$ cat src/rtl/burst_sram_pkg.sv
package burst_sram_pkg;

   typedef enum logic [1:0] {
      OP_IDLE  = 2'd0,
      OP_READ  = 2'd1,
      OP_WRITE = 2'd2
   } op_e;

   localparam int BEAT_W = 2;

endpackage

$ cat src/rtl/burst_sram_order.sv
module burst_sram_order #(
   parameter bit INTERLEAVED = 1'b0,
   parameter int BW          = burst_sram_pkg::BEAT_W
) (
   input  logic [BW-1:0] start_lo,
   input  logic [BW-1:0] beat,
   output logic [BW-1:0] addr_lo
);

   generate
      if (INTERLEAVED) begin : g_xor
         assign addr_lo = start_lo ^ beat;
      end else begin : g_wrap
         assign addr_lo = start_lo + beat;
      end
   endgenerate

endmodule

$ cat src/rtl/burst_sram_ctl.sv
module burst_sram_ctl
   import burst_sram_pkg::*;
#(
   parameter int AW          = 6,
   parameter int LANES       = 2,
   parameter int WORD_W      = 18,
   parameter bit INTERLEAVED = 1'b0
) (
   input  logic              clk,
   input  logic              rst_n,
   input  logic [AW-1:0]     addr,
   input  logic [WORD_W-1:0] wdata,
   input  logic              cs1_n,
   input  logic              cs2,
   input  logic              cs3_n,
   input  logic              ads_cpu_n,
   input  logic              ads_ctl_n,
   input  logic              adv_n,
   input  logic              gw_n,
   input  logic              bwe_n,
   input  logic [LANES-1:0]  bw_n,
   output op_e               op_q,
   output logic [AW-1:0]     acc_addr,
   output logic [WORD_W-1:0] wdata_q,
   output logic [LANES-1:0]  lanes_q
);

   localparam int BW = BEAT_W;

   logic              cpu_go, ctl_go, go, chip_sel, wr_req;
   logic [LANES-1:0]  lanes_in;
   logic [AW-1:0]     base_q;
   logic [BW-1:0]     cnt_q, lo_bits;
   logic              active_q;

   assign cpu_go   = !ads_cpu_n && !cs1_n;
   assign ctl_go   = !ads_ctl_n;
   assign go       = cpu_go || ctl_go;
   assign chip_sel = !cs1_n && cs2 && !cs3_n;
   assign lanes_in = !gw_n ? {LANES{1'b1}} : (!bwe_n ? ~bw_n : {LANES{1'b0}});
   assign wr_req   = |lanes_in;

   always_ff @(posedge clk) begin
      if (!rst_n) begin
         active_q <= 1'b0;
         op_q     <= OP_IDLE;
         base_q   <= '0;
         cnt_q    <= '0;
         lanes_q  <= '0;
         wdata_q  <= '0;
      end else if (go) begin
         base_q   <= addr;
         cnt_q    <= '0;
         active_q <= chip_sel;
         wdata_q  <= wdata;
         if (!chip_sel) begin
            op_q    <= OP_IDLE;
            lanes_q <= '0;
         end else if (cpu_go) begin
            op_q    <= OP_READ;
            lanes_q <= '0;
         end else begin
            op_q    <= wr_req ? OP_WRITE : OP_READ;
            lanes_q <= lanes_in;
         end
      end else if (active_q) begin
         if (!adv_n) cnt_q <= cnt_q + 1'b1;
         op_q    <= wr_req ? OP_WRITE : OP_READ;
         lanes_q <= lanes_in;
         wdata_q <= wdata;
      end else begin
         op_q    <= OP_IDLE;
         lanes_q <= '0;
      end
   end

   burst_sram_order #(.INTERLEAVED(INTERLEAVED), .BW(BW)) u_order (
      .start_lo (base_q[BW-1:0]),
      .beat     (cnt_q),
      .addr_lo  (lo_bits)
   );

   assign acc_addr = {base_q[AW-1:BW], lo_bits};

   assert_cpu_gated_idle_R3 : assert property (@(posedge clk) disable iff (!rst_n)
      (!ads_cpu_n && cs1_n && ads_ctl_n && !active_q) |=> (op_q == OP_IDLE));

   assert_cpu_gated_addr_R3 : assert property (@(posedge clk) disable iff (!rst_n)
      (!ads_cpu_n && cs1_n && ads_ctl_n) |=> $stable(base_q));

   assert_cpu_read_R4 : assert property (@(posedge clk) disable iff (!rst_n)
      (!ads_cpu_n && !cs1_n && cs2 && !cs3_n) |=> (op_q == OP_READ));

   assert_deselect_R2 : assert property (@(posedge clk) disable iff (!rst_n)
      ((!ads_ctl_n || (!ads_cpu_n && !cs1_n)) && !(!cs1_n && cs2 && !cs3_n))
      |=> (op_q == OP_IDLE));

   assert_global_write_R8 : assert property (@(posedge clk) disable iff (!rst_n)
      (!gw_n && !(!ads_cpu_n && !cs1_n) &&
       ((!ads_ctl_n && !cs1_n && cs2 && !cs3_n) || (ads_ctl_n && active_q)))
      |=> (lanes_q == {LANES{1'b1}} && op_q == OP_WRITE));

   assert_advance_R6 : assert property (@(posedge clk) disable iff (!rst_n)
      (ads_ctl_n && (ads_cpu_n || cs1_n) && active_q && !adv_n)
      |=> (cnt_q == $past(cnt_q) + 2'd1));

   assert_suspend_R6 : assert property (@(posedge clk) disable iff (!rst_n)
      (ads_ctl_n && (ads_cpu_n || cs1_n) && adv_n) |=> $stable(cnt_q));

endmodule

$ cat src/rtl/burst_sram_store.sv
module burst_sram_store
   import burst_sram_pkg::*;
#(
   parameter int AW     = 6,
   parameter int DEPTH  = 64,
   parameter int LANE_W = 9,
   parameter int LANES  = 2,
   parameter int WORD_W = LANE_W * LANES
) (
   input  logic              clk,
   input  logic              rst_n,
   input  op_e               op_q,
   input  logic [AW-1:0]     acc_addr,
   input  logic [WORD_W-1:0] wdata_q,
   input  logic [LANES-1:0]  lanes_q,
   input  logic              oe_n,
   output logic [WORD_W-1:0] dq_out,
   output logic              dq_oe
);

   logic [WORD_W-1:0] rd_word;
   logic [WORD_W-1:0] dout_q;
   logic              dvalid_q;

   generate
      for (genvar i = 0; i < LANES; i++) begin : g_lane
         logic [LANE_W-1:0] lane_mem [DEPTH];

         always_ff @(posedge clk) begin
            if (op_q == OP_WRITE && lanes_q[i])
               lane_mem[acc_addr] <= wdata_q[i*LANE_W +: LANE_W];
         end

         assign rd_word[i*LANE_W +: LANE_W] = lane_mem[acc_addr];
      end
   endgenerate

   always_ff @(posedge clk) begin
      if (!rst_n) begin
         dout_q   <= '0;
         dvalid_q <= 1'b0;
      end else begin
         dvalid_q <= (op_q == OP_READ);
         if (op_q == OP_READ) dout_q <= rd_word;
      end
   end

   assign dq_out = dout_q;
   assign dq_oe  = dvalid_q && !oe_n;

   assert_read_lands_R9 : assert property (@(posedge clk) disable iff (!rst_n)
      (op_q == OP_READ && !oe_n) |=> (dq_oe || oe_n));

   assert_write_quiet_R11 : assert property (@(posedge clk) disable iff (!rst_n)
      (op_q == OP_WRITE) |=> !dq_oe);

   assert_read_holds_R9 : assert property (@(posedge clk) disable iff (!rst_n)
      (op_q != OP_READ) |=> $stable(dq_out));

endmodule

$ cat src/rtl/burst_sram.sv
module burst_sram
   import burst_sram_pkg::*;
#(
   parameter int AW          = 6,
   parameter int LANE_W      = 9,
   parameter int LANES       = 2,
   parameter bit INTERLEAVED = 1'b0
) (
   input  logic                    clk,
   input  logic                    rst_n,
   input  logic [AW-1:0]           addr,
   input  logic [LANE_W*LANES-1:0] wdata,
   input  logic                    cs1_n,
   input  logic                    cs2,
   input  logic                    cs3_n,
   input  logic                    ads_cpu_n,
   input  logic                    ads_ctl_n,
   input  logic                    adv_n,
   input  logic                    gw_n,
   input  logic                    bwe_n,
   input  logic [LANES-1:0]        bw_n,
   input  logic                    oe_n,
   output logic [LANE_W*LANES-1:0] dq_out,
   output logic                    dq_oe
);

   localparam int WORD_W = LANE_W * LANES;
   localparam int DEPTH  = 1 << AW;

   generate
      if (AW < BEAT_W + 1) begin : g_bad_aw
         $error("burst_sram: AW must exceed the burst counter width");
      end
      if (AW > 16) begin : g_big_aw
         $error("burst_sram: AW too large for a modelled array");
      end
      if (LANES < 1 || LANE_W < 1) begin : g_bad_lane
         $error("burst_sram: lane geometry must be non-empty");
      end
   endgenerate

   op_e               op_q;
   logic [AW-1:0]     acc_addr;
   logic [WORD_W-1:0] wdata_q;
   logic [LANES-1:0]  lanes_q;

   burst_sram_ctl #(
      .AW(AW), .LANES(LANES), .WORD_W(WORD_W), .INTERLEAVED(INTERLEAVED)
   ) u_ctl (
      .clk       (clk),
      .rst_n     (rst_n),
      .addr      (addr),
      .wdata     (wdata),
      .cs1_n     (cs1_n),
      .cs2       (cs2),
      .cs3_n     (cs3_n),
      .ads_cpu_n (ads_cpu_n),
      .ads_ctl_n (ads_ctl_n),
      .adv_n     (adv_n),
      .gw_n      (gw_n),
      .bwe_n     (bwe_n),
      .bw_n      (bw_n),
      .op_q      (op_q),
      .acc_addr  (acc_addr),
      .wdata_q   (wdata_q),
      .lanes_q   (lanes_q)
   );

   burst_sram_store #(
      .AW(AW), .DEPTH(DEPTH), .LANE_W(LANE_W), .LANES(LANES), .WORD_W(WORD_W)
   ) u_store (
      .clk      (clk),
      .rst_n    (rst_n),
      .op_q     (op_q),
      .acc_addr (acc_addr),
      .wdata_q  (wdata_q),
      .lanes_q  (lanes_q),
      .oe_n     (oe_n),
      .dq_out   (dq_out),
      .dq_oe    (dq_oe)
   );

   assert_reset_quiet_R1 : assert property (@(posedge clk)
      !rst_n |=> !dq_oe);

endmodule

$ cat config.mk
export PLATFORM = sky130hd
export DESIGN_NAME = burst_sram
export DESIGN_NICKNAME = d
export VERILOG_FILES = /design/src/rtl/burst_sram_pkg.sv /design/src/rtl/burst_sram_order.sv /design/src/rtl/burst_sram_ctl.sv /design/src/rtl/burst_sram_store.sv /design/src/rtl/burst_sram.sv
export SDC_FILE = /design/constraint.sdc
export NUM_CORES = 1
export LEC_CHECK = 0
export BUFFER_PORTS_ARGS = -buffer_cell sky130_fd_sc_hd__buf_2
export CAP_MARGIN = 40
export CORE_MARGIN = 3
export CORE_UTILIZATION = 48
export DETAILED_ROUTE_END_ITERATION = 8
export PLACE_DENSITY = 0.66
export SYNTH_ARGS = -nofsm -noshare
export SYNTH_HDL_FRONTEND = slang
export SYNTH_HIERARCHICAL = 1
export SYNTH_SLANG_ARGS = --single-unit
$ cat constraint.sdc
create_clock -name clk -period 2.9 [get_ports clk]
set_clock_uncertainty 0.1 [all_clocks]
set_input_delay 0 -clock clk [delete_from_list [all_inputs] [get_ports clk]]
set_output_delay 0 -clock clk [all_outputs]
set_load 0.01 [all_outputs]
==> metrics.md, run 1 <==
| Metric | Value |
|---|---|
| CP Buf/Inv Count | `2` |
| Initial antenna violation count | `4` |
| RSZ-0062 raised after global routing | `yes` |
| Worst slew pin tran | `approximately 0.92 ns` |
| Final ANT Viol Nets | `0` |
| Synth area leader | `edfxtp_1` |
| Relative slew slack | `38.77%` |
| Pin count of the biggest net entering global routing | `66` |
| Die width | `317.9 um` |
| R2R Path End | `u_store/dq_out[16]` |
| Crit-path cells | `ha_4 > xor3_4 > buf_8 > and2_4 > buf_12 > a221oi_2 > o22ai_2 > a2111oi_4 > a31oi_1` |
| Row Count | `113` |
| Area Growth Syn to Fin | `26.26%` |
| WHS Endpoint | `dq_oe` |
| CP delay by family, top | `compound AO/OA/AOI/OAI gates` |
| Synth Flop Type | `edfxtp_1` |
| Setup ws final | `-0.05268 ns` |
| Clk Latency, worst-skew pair | `approximately 0.7 ns` |
| Root buf cell | `clkbuf_16` |
| Cell Count, Final, Fillers Out | `4,642` |
| Final Hold Slack | `0.1340 ns` |
| DRC | `0` |
| Worst hold start | `oe_n` |
| Status | `finished with violations` |
| Sw Share | `22.00%` |
| Yosys reg bits | `about 1,200` |
| Clock Sinks | `~1,200` |
| DP HPWL | `between 90 and 100 mm` |
| H-tree levels | `3` |
| Syn avg cell area | `17.30 um2` |
| Drt wl/cell | `30.88 um` |
| Hold Violations, Final | `0` |
| First-pass DRT Iterations | `6` |
| Crit Path Category | `reg -> reg` |
| Setup WS pre-CTS | `-0.3663 ns` |
| Max FO, Critical Path | `15` |
| Port buffer count | `55` |
| Worst Hold Class | `in -> out` |
| CTS clk-pin slew, worst paths | `0.06 ns` |
| Warnings from Yosys | `6` |
| Vias per cell | `6.393` |
| Share of cells above drive strength 1 | `32.39%` |
| Critical path launch point type | `register` |
| Worst VDD drop | `0.0005969 V` |
| Grt ovf | `0` |
| RR Startpoint | `u_ctl/base_q[0]` |
| Lkg Pwr | `20.15 nW` |
| First-pass GRT wire length | `204.3 mm` |
| Routability cong. | `about 0.95` |
| TritonCTS clock tree | `done` |
| Crit path time final | `2.953 ns` |
| Syn_nets | `2,737` |
| Final nets | `about 3,300` |
| Final Total Pwr | `roughly 38 mW` |
| Iteration-0 DRC Markers | `3,919` |
| Synthesized instance count | `2,699` |
| Clk network pwr share | `roughly two fifths` |
| Chip Height | `between 300 and 400 um` |
| Sw Pwr | `~8.4 mW` |
| Share of power burned in registers | `~50%` |
| WL final | `about 140 mm` |
| Setup violators final | `6` |
| Synthesized cell area | `46,690 um2` |
| Total track usage | `27.51%` |
| Violated checks | `negative setup slack` |
| Initial Utilization | `48.78%` |
| Logic pwr share | `8.0%` |
| Post-synth cell types | `approximately 80` |
| Setup TNS | `-0.1745 ns` |
| Filler cell count | `about 6,600` |
| Total CTS buffers | `between 100 and 150` |
| Worst EP arrival | `3.41 ns` |
| Power density cells | `649.0 nW/um2` |
| P_int | `29.85 mW` |
| Ports | `56` |
| Fmax | `338.7 MHz` |
| Critical Path Slowest Stage Cell | `xor3_4` |
| Final Max Slew Viols | `0` |
| R2r worst-path depth | `9` |
| Ys async rst share | `0%` |
| Post-synth top area share | `74.08%` |
| Final cycle utilization of the critical path | `101.8%` |
| CP Capture Type | `register` |
| Dpl cells | `around 4,300` |
| Max-Cap Viols | `0` |
| Via count | `29,680` |
| Hold Path Depth | `3` |
| Area of the die | `~100,000 um2` |
| Register area share after synthesis | `76.23%` |
| Clock buffer depth | `3` |
| CP required | `3.36 ns` |
| Count leader, synth | `edfxtp_1` |
| R2r setup slk | `-0.05 ns` |
| Post-synth EDFFs | `1,152` |
| Synth area leaders | `edfxtp_1 74%, mux2i_1 3.3%, mux4_2 2.9%` |
| Critical Path Max Stage Delay | `0.62 ns` |
| Number of global-route vias before repair | `slightly below 30,000` |
| Synth top cells by count | `1,152 x edfxtp_1, 172 x nor2_1, 154 x mux2i_1` |
| Core Area | `95,720 um2` |
[power groups by stage]
| stage | sequential (mW) | combinational (mW) | clock [mW] |
|---|---|---|---|
| after floorplan | 19.6 | 1.16 | 0 |
| after global placement | 19.6 | 2.52 | 0 |
| after detailed placement | 19.6 | 2.66 | 0 |
| after CTS | 19.2 | 2.79 | 16.1 |
| after global routing | 19.2 | 3.13 | 16.8 |
| final | 19.2 | 3.06 | 16.0 |
[timing repair]
action | CTS | global route
endpoints found under the hold margin | 47 | 0
hold buffers | 97 | 0
setup buffers | 1 | 18
gates cloned | 0 | 5
endpoints found under the setup margin | 76 | 49
resized for setup | 12 | 200
pin swaps | 5 | 51
[worst reg2reg max path, cell delays in order (launching register included)]
cell and delay (ns):
dfxtp_2 0.36, ha_4 0.15, xor3_4 0.62, buf_8 0.21, and2_4 0.19, buf_12 0.17
a221oi_2 0.31, o22ai_2 0.15, a2111oi_4 0.40, a31oi_1 0.15
[flip-flops by register name, indices dropped and copies added (netlist names)]
name	count
u_store/dvalid_q	1
u_ctl/wdata_q	18
u_ctl/lanes_q	2
u_store/dq_out	18
u_ctl/base_q	6
u_ctl/op_q	2
u_ctl/active_q	1
u_store/g_lane.lane_mem	1152
u_ctl/cnt_q	2
[through the flow]
stage | instance area [um2] | utilization, %
2_1_floorplan | 47010 | -
3_3_place_gp | 52700 | 55.06
3_5_place_dp | 52850 | 55.21
4_1_cts | 57900 | 60.49
5_1_grt | 58960 | 61.60
6_report | 58960 | 61.60
[worst max-delay path by stage]
| stage | start | to | cells past startpoint |
|---|---|---|---|
| 3_3_place_gp | u_ctl/base_q[0] | u_store/dq_out[5] | 11 |
| 3_5_place_dp | u_ctl/base_q[0] | u_store/dq_out[5] | 11 |
| 5_1_grt | u_ctl/base_q[0] | u_store/dq_out[11] | 10 |
| 6_report | u_ctl/base_q[0] | u_store/dq_out[16] | 9 |
| 2_1_floorplan | u_ctl/cnt_q[0] | u_store/g_lane[0].lane_mem[41][0] | 9 |
| 4_1_cts | u_ctl/cnt_q[0] | u_store/dq_out[10] | 9 |
[placed cells by master (no fill, tap or decap), types with 6 or more instances in the layout]
master,n
a21boi_1,20
a21oi_1,56
a21oi_2,6
a221o_1,11
a221oi_1,104
a221oi_2,25
a22o_1,20
a22oi_1,109
a22oi_2,12
a31oi_1,31
buf_12,100
buf_2,55
buf_4,346
buf_6,39
bufinv_16,23
clkbuf_1,17
clkbuf_16,120
clkinv_1,23
clkinv_2,23
dfxtp_1,29
dfxtp_2,20
dlygate4sd3_1,97
edfxtp_1,1152
inv_6,6
mux2_1,6
mux2_2,100
mux2i_1,153
mux4_2,60
nand2_1,100
nand3_1,32
nor2_1,102
nor2_2,22
nor2_4,49
nor2b_4,6
o21ai_0,59
o21ai_1,17
o22a_1,7
o22ai_1,52
[cells by family (layout without fill, tap and decap cells)]
family	count (synthesis)	count (layout)	synth area share [%]
AND/OR/NAND/NOR	365	365	3.349
multiplexers	321	321	8.783
adder cells (fa/ha/maj)	1	1	0.02679
AO/OA/AOI/OAI	613	613	9.561
buffers and inverters	195	871	1.983
flip-flops	1202	1202	76.23
other	0	2	0
XOR/XNOR	2	2	0.06967
[layout make-up]
class	instances	area (um2)	share of cell area, %
well taps	1265	1583	2.685
diodes	2	5.005	0.008489
flip-flops and latches	1202	35620	60.42
clock buffers	138	3047	5.168
clock inverters	81	997.2	1.691
inverters	5	21.27	0.03608
multi-input cells	1302	11200	19.00
repair buffers	647	6482	11.00
[layer usage]
metal | vias to the layer above | routed length [um] | track usage, %
met1 | 15060 | 52660 | 36.23
met5 | - | 0 | 0
li1 | 12170 | - | -
met2 | 2049 | 68460 | 44.65
met3 | 390 | 15290 | 5.825
met4 | 0 | 6956 | 11.66
No activity file was read; power rests on OpenSTA's default activity.
==> run 2, diff against run 1 <==
--- a/config.mk
+++ b/config.mk
@@ -10,7 +10,6 @@
 export CORE_MARGIN = 3
 export CORE_UTILIZATION = 48
 export DETAILED_ROUTE_END_ITERATION = 8
-export PLACE_DENSITY = 0.66
 export SYNTH_ARGS = -nofsm -noshare
 export SYNTH_HDL_FRONTEND = slang
 export SYNTH_HIERARCHICAL = 1
==> constraint.sdc (replaced) <==
create_clock -name clk -period 3.7 [get_ports clk]
set_clock_uncertainty 0.1 [all_clocks]
set_input_delay 0 -clock clk [delete_from_list [all_inputs] [get_ports clk]]
set_output_delay 0 -clock clk [all_outputs]
set_load 0.01 [all_outputs]
==> run 2 against run 1 <==
  * The run now ends clean
  * Highest routed layer is now met5
  * Critical path depth is the same
  * Non-clock buffer count shrank 183
  * Via count shrank 3.3%
  * Largest power group unchanged
  * Design area shrank 6.3%
  * Core utilization shrank 3.9 points
  * Sequential power shrank 21%
  * Maximum frequency shrank 18%
==> metrics.md, run 2 (synthesis results as in run 1) <==
| Metric | Value |
|---|---|
| Status | `complete, no violations` |
| Pin count of the biggest net entering global routing | `55 (-17%)` |
| Final ANT Viol Nets | `0 (unchanged)` |
| Setup violators final | `0 (-6)` |
| Worst VDD drop | `0.0005250 V (-12%)` |
| Fmax | `279.2 MHz (-18%)` |
| CP required | `4.16 ns (+0.80 ns)` |
| Root buf cell | `clkbuf_16` |
| Cts repair resizes | `0 (-12)` |
| Leading cell type in the layout, fill and taps excluded | `edfxtp_1` |
| Power density cells | `520.3 nW/um2 (-20%)` |
| Dpl cells | `4,140 (-3.7%)` |
| Number of global-route vias before repair | `28,770 (-2.5%)` |
| Iteration-0 DRC Markers | `4,031 (+2.9%)` |
| First-pass DRT Iterations | `6 (unchanged)` |
| DP HPWL | `92.68 mm (+0.90%)` |
| Drt wl/cell | `32.04 um (+3.7%)` |
| Relative slew slack | `36.63% (-2.1 points)` |
| Die width | `317.9 um (unchanged)` |
| Crit path from | `u_ctl/cnt_q[0]` |
| Routability cong. | `0.9371 (-1.4%)` |
| Via count | `28,700 (-3.3%)` |
| Final nets | `3,133 (-5.4%)` |
| Crit Path Category | `reg -> reg` |
| Ports | `56 (unchanged)` |
| RSZ-0062 raised after global routing | `no` |
| Share of cells above drive strength 1 | `23.35% (-9.0 points)` |
| Area of the die | `101,100 um2 (unchanged)` |
| Filler cell count | `7,257 (+9.5%)` |
| Initial antenna violation count | `2 (-2)` |
| Clock Sinks | `1,202 (unchanged)` |
| DRC | `0 (unchanged)` |
| Lkg Pwr | `18.65 nW (-7.4%)` |
| Max-Cap Viols | `0 (unchanged)` |
| Crit path time final | `3.581 ns (+0.6286 ns)` |
| Clk Latency, worst-skew pair | `0.70 ns (about the same)` |
| Final Max Slew Viols | `0 (unchanged)` |
| H-tree levels | `3 (unchanged)` |
| ANT cells | `0 (-2)` |
| Chip Height | `317.9 um (unchanged)` |
| Initial Utilization | `48.78% (unchanged)` |
| Worst hold start | `oe_n` |
| Top reg by flops | `u_store/g_lane.lane_mem` |
| Core Area | `95,720 um2 (unchanged)` |
| Grt ovf | `0 (unchanged)` |
| Largest register FFs | `1,152 (unchanged)` |
| RR Startpoint | `u_ctl/cnt_q[0]` |
| Setup TNS | `0 ns (+0.1745 ns)` |
| Worst Hold Class | `in -> out` |
| Most frequent cells in the layout | `1,152 x edfxtp_1, 284 x buf_4, 167 x nor2_1` |
| First-pass GRT wire length | `206.1 mm (+0.90%)` |
| Clock buffer depth | `3 (unchanged)` |
| Worst EP arrival | `4.04 ns (+0.63 ns)` |
| Final cycle utilization of the critical path | `96.79% (-5.0 points)` |
| Area Growth Syn to Fin | `18.31%` |
| Max FO, Critical Path | `28 (+13)` |
| Hold Violations, Final | `0 (unchanged)` |
| Total CTS buffers | `120 (+3.4%)` |
| Total track usage | `27.89% (+0.38 points)` |
| CP Capture Type | `register` |
| Worst slew pin tran | `0.9505 ns (+0.03218 ns)` |
| WL final | `142.9 mm (-0.32%)` |
| TritonCTS clock tree | `done` |
| Row Count | `113 (unchanged)` |
| Cell Count, Final, Fillers Out | `4,460 (-3.9%)` |
| CTS clk-pin slew, worst paths | `0.06 ns (about the same)` |
| Port buffer count | `55 (unchanged)` |
| Critical path launch point type | `register` |
| Vias per cell | `6.435 (+0.66%)` |
[run 2: cell count changes in the layout (fill, tap and decap cells not counted), sizes merged]
cell and change:
buf -179, bufinv -15, clkbuf +12, clkinv +5, inv -5, clkinvlp +2, diode -2
[run 2: per-layer routing]
layer	GRT usage [%]	routed length, um	vias up	part of all wire [%]
li1	-	-	11790	-
met1	37.24	54170	14830	38
met2	45.04	68220	1685	48
met3	5.062	13210	392	9.2
met4	12.42	7296	2	5.1
met5	0	12	-	0.0084
[run 2: metrics by stage]
| stage | instance area, um2 | total power [mW] | util, % | hold slack [ns] | setup slack, ns |
|---|---|---|---|---|---|
| floorplan | 46690 | 16.27 | - | -0.05359 | 0.5663 |
| global placement | 50270 | 17.15 | 52.51 | 0.1296 | 0.1408 |
| detailed placement | 50500 | 17.21 | 52.75 | 0.1404 | 0.1165 |
| CTS | 55240 | 28.80 | 57.71 | 0.07843 | 0.1282 |
| global route | 55240 | 29.49 | 57.71 | 0.1512 | 0.007516 |
| finish | 55240 | 28.74 | 57.71 | 0.1361 | 0.1188 |
[run 2: where the power goes]
group | internal, mW | switching, mW
logic | 0.694 | 1.25
registers | 15.0 | 0.144
clock network | 6.67 | 5.02
total | 22.3 | 6.42
[run 2: area by class of cell]
type                       count  area [um2]  share of cell area, %
sequential                  1202       35620                  64.48
multi-input combinational   1302       10280                  18.62
timing repair buffer         464        3969                  7.184
clock buffer                 154        3223                  5.834
tap                         1265        1583                  2.865
clock inverter                68       545.5                 0.9875
inverter                       5       18.77                0.03397
[run 2: worst max-delay path, cell delays in order, from the launching register on]
cell       delay [ns]
dfxtp_1          0.36
ha_4             0.75
buf_4            0.30
or2_1            0.49
nor2_2           0.08
buf_4            0.19
a222oi_1         0.45
o22ai_1          0.21
a2111oi_2        0.38
a31oi_1          0.12
[run 2: worst paths after layout]
check / cells past startpoint / endpoint / slack (ns)
hold / removal: 3 / dq_oe / 0.14
hold reg to reg: 0 / u_store/g_lane[1].lane_mem[33][6] / 0.48
setup reg to reg: 9 / u_store/dq_out[6] / 0.12
setup / recovery: 9 / u_store/dq_out[6] / 0.12
[run 2: what timing repair did]
item                      4_1_cts  5_1_grt
setup buffers                   0        0
hold buffers                   97        0
hold endpoints to repair       50        0
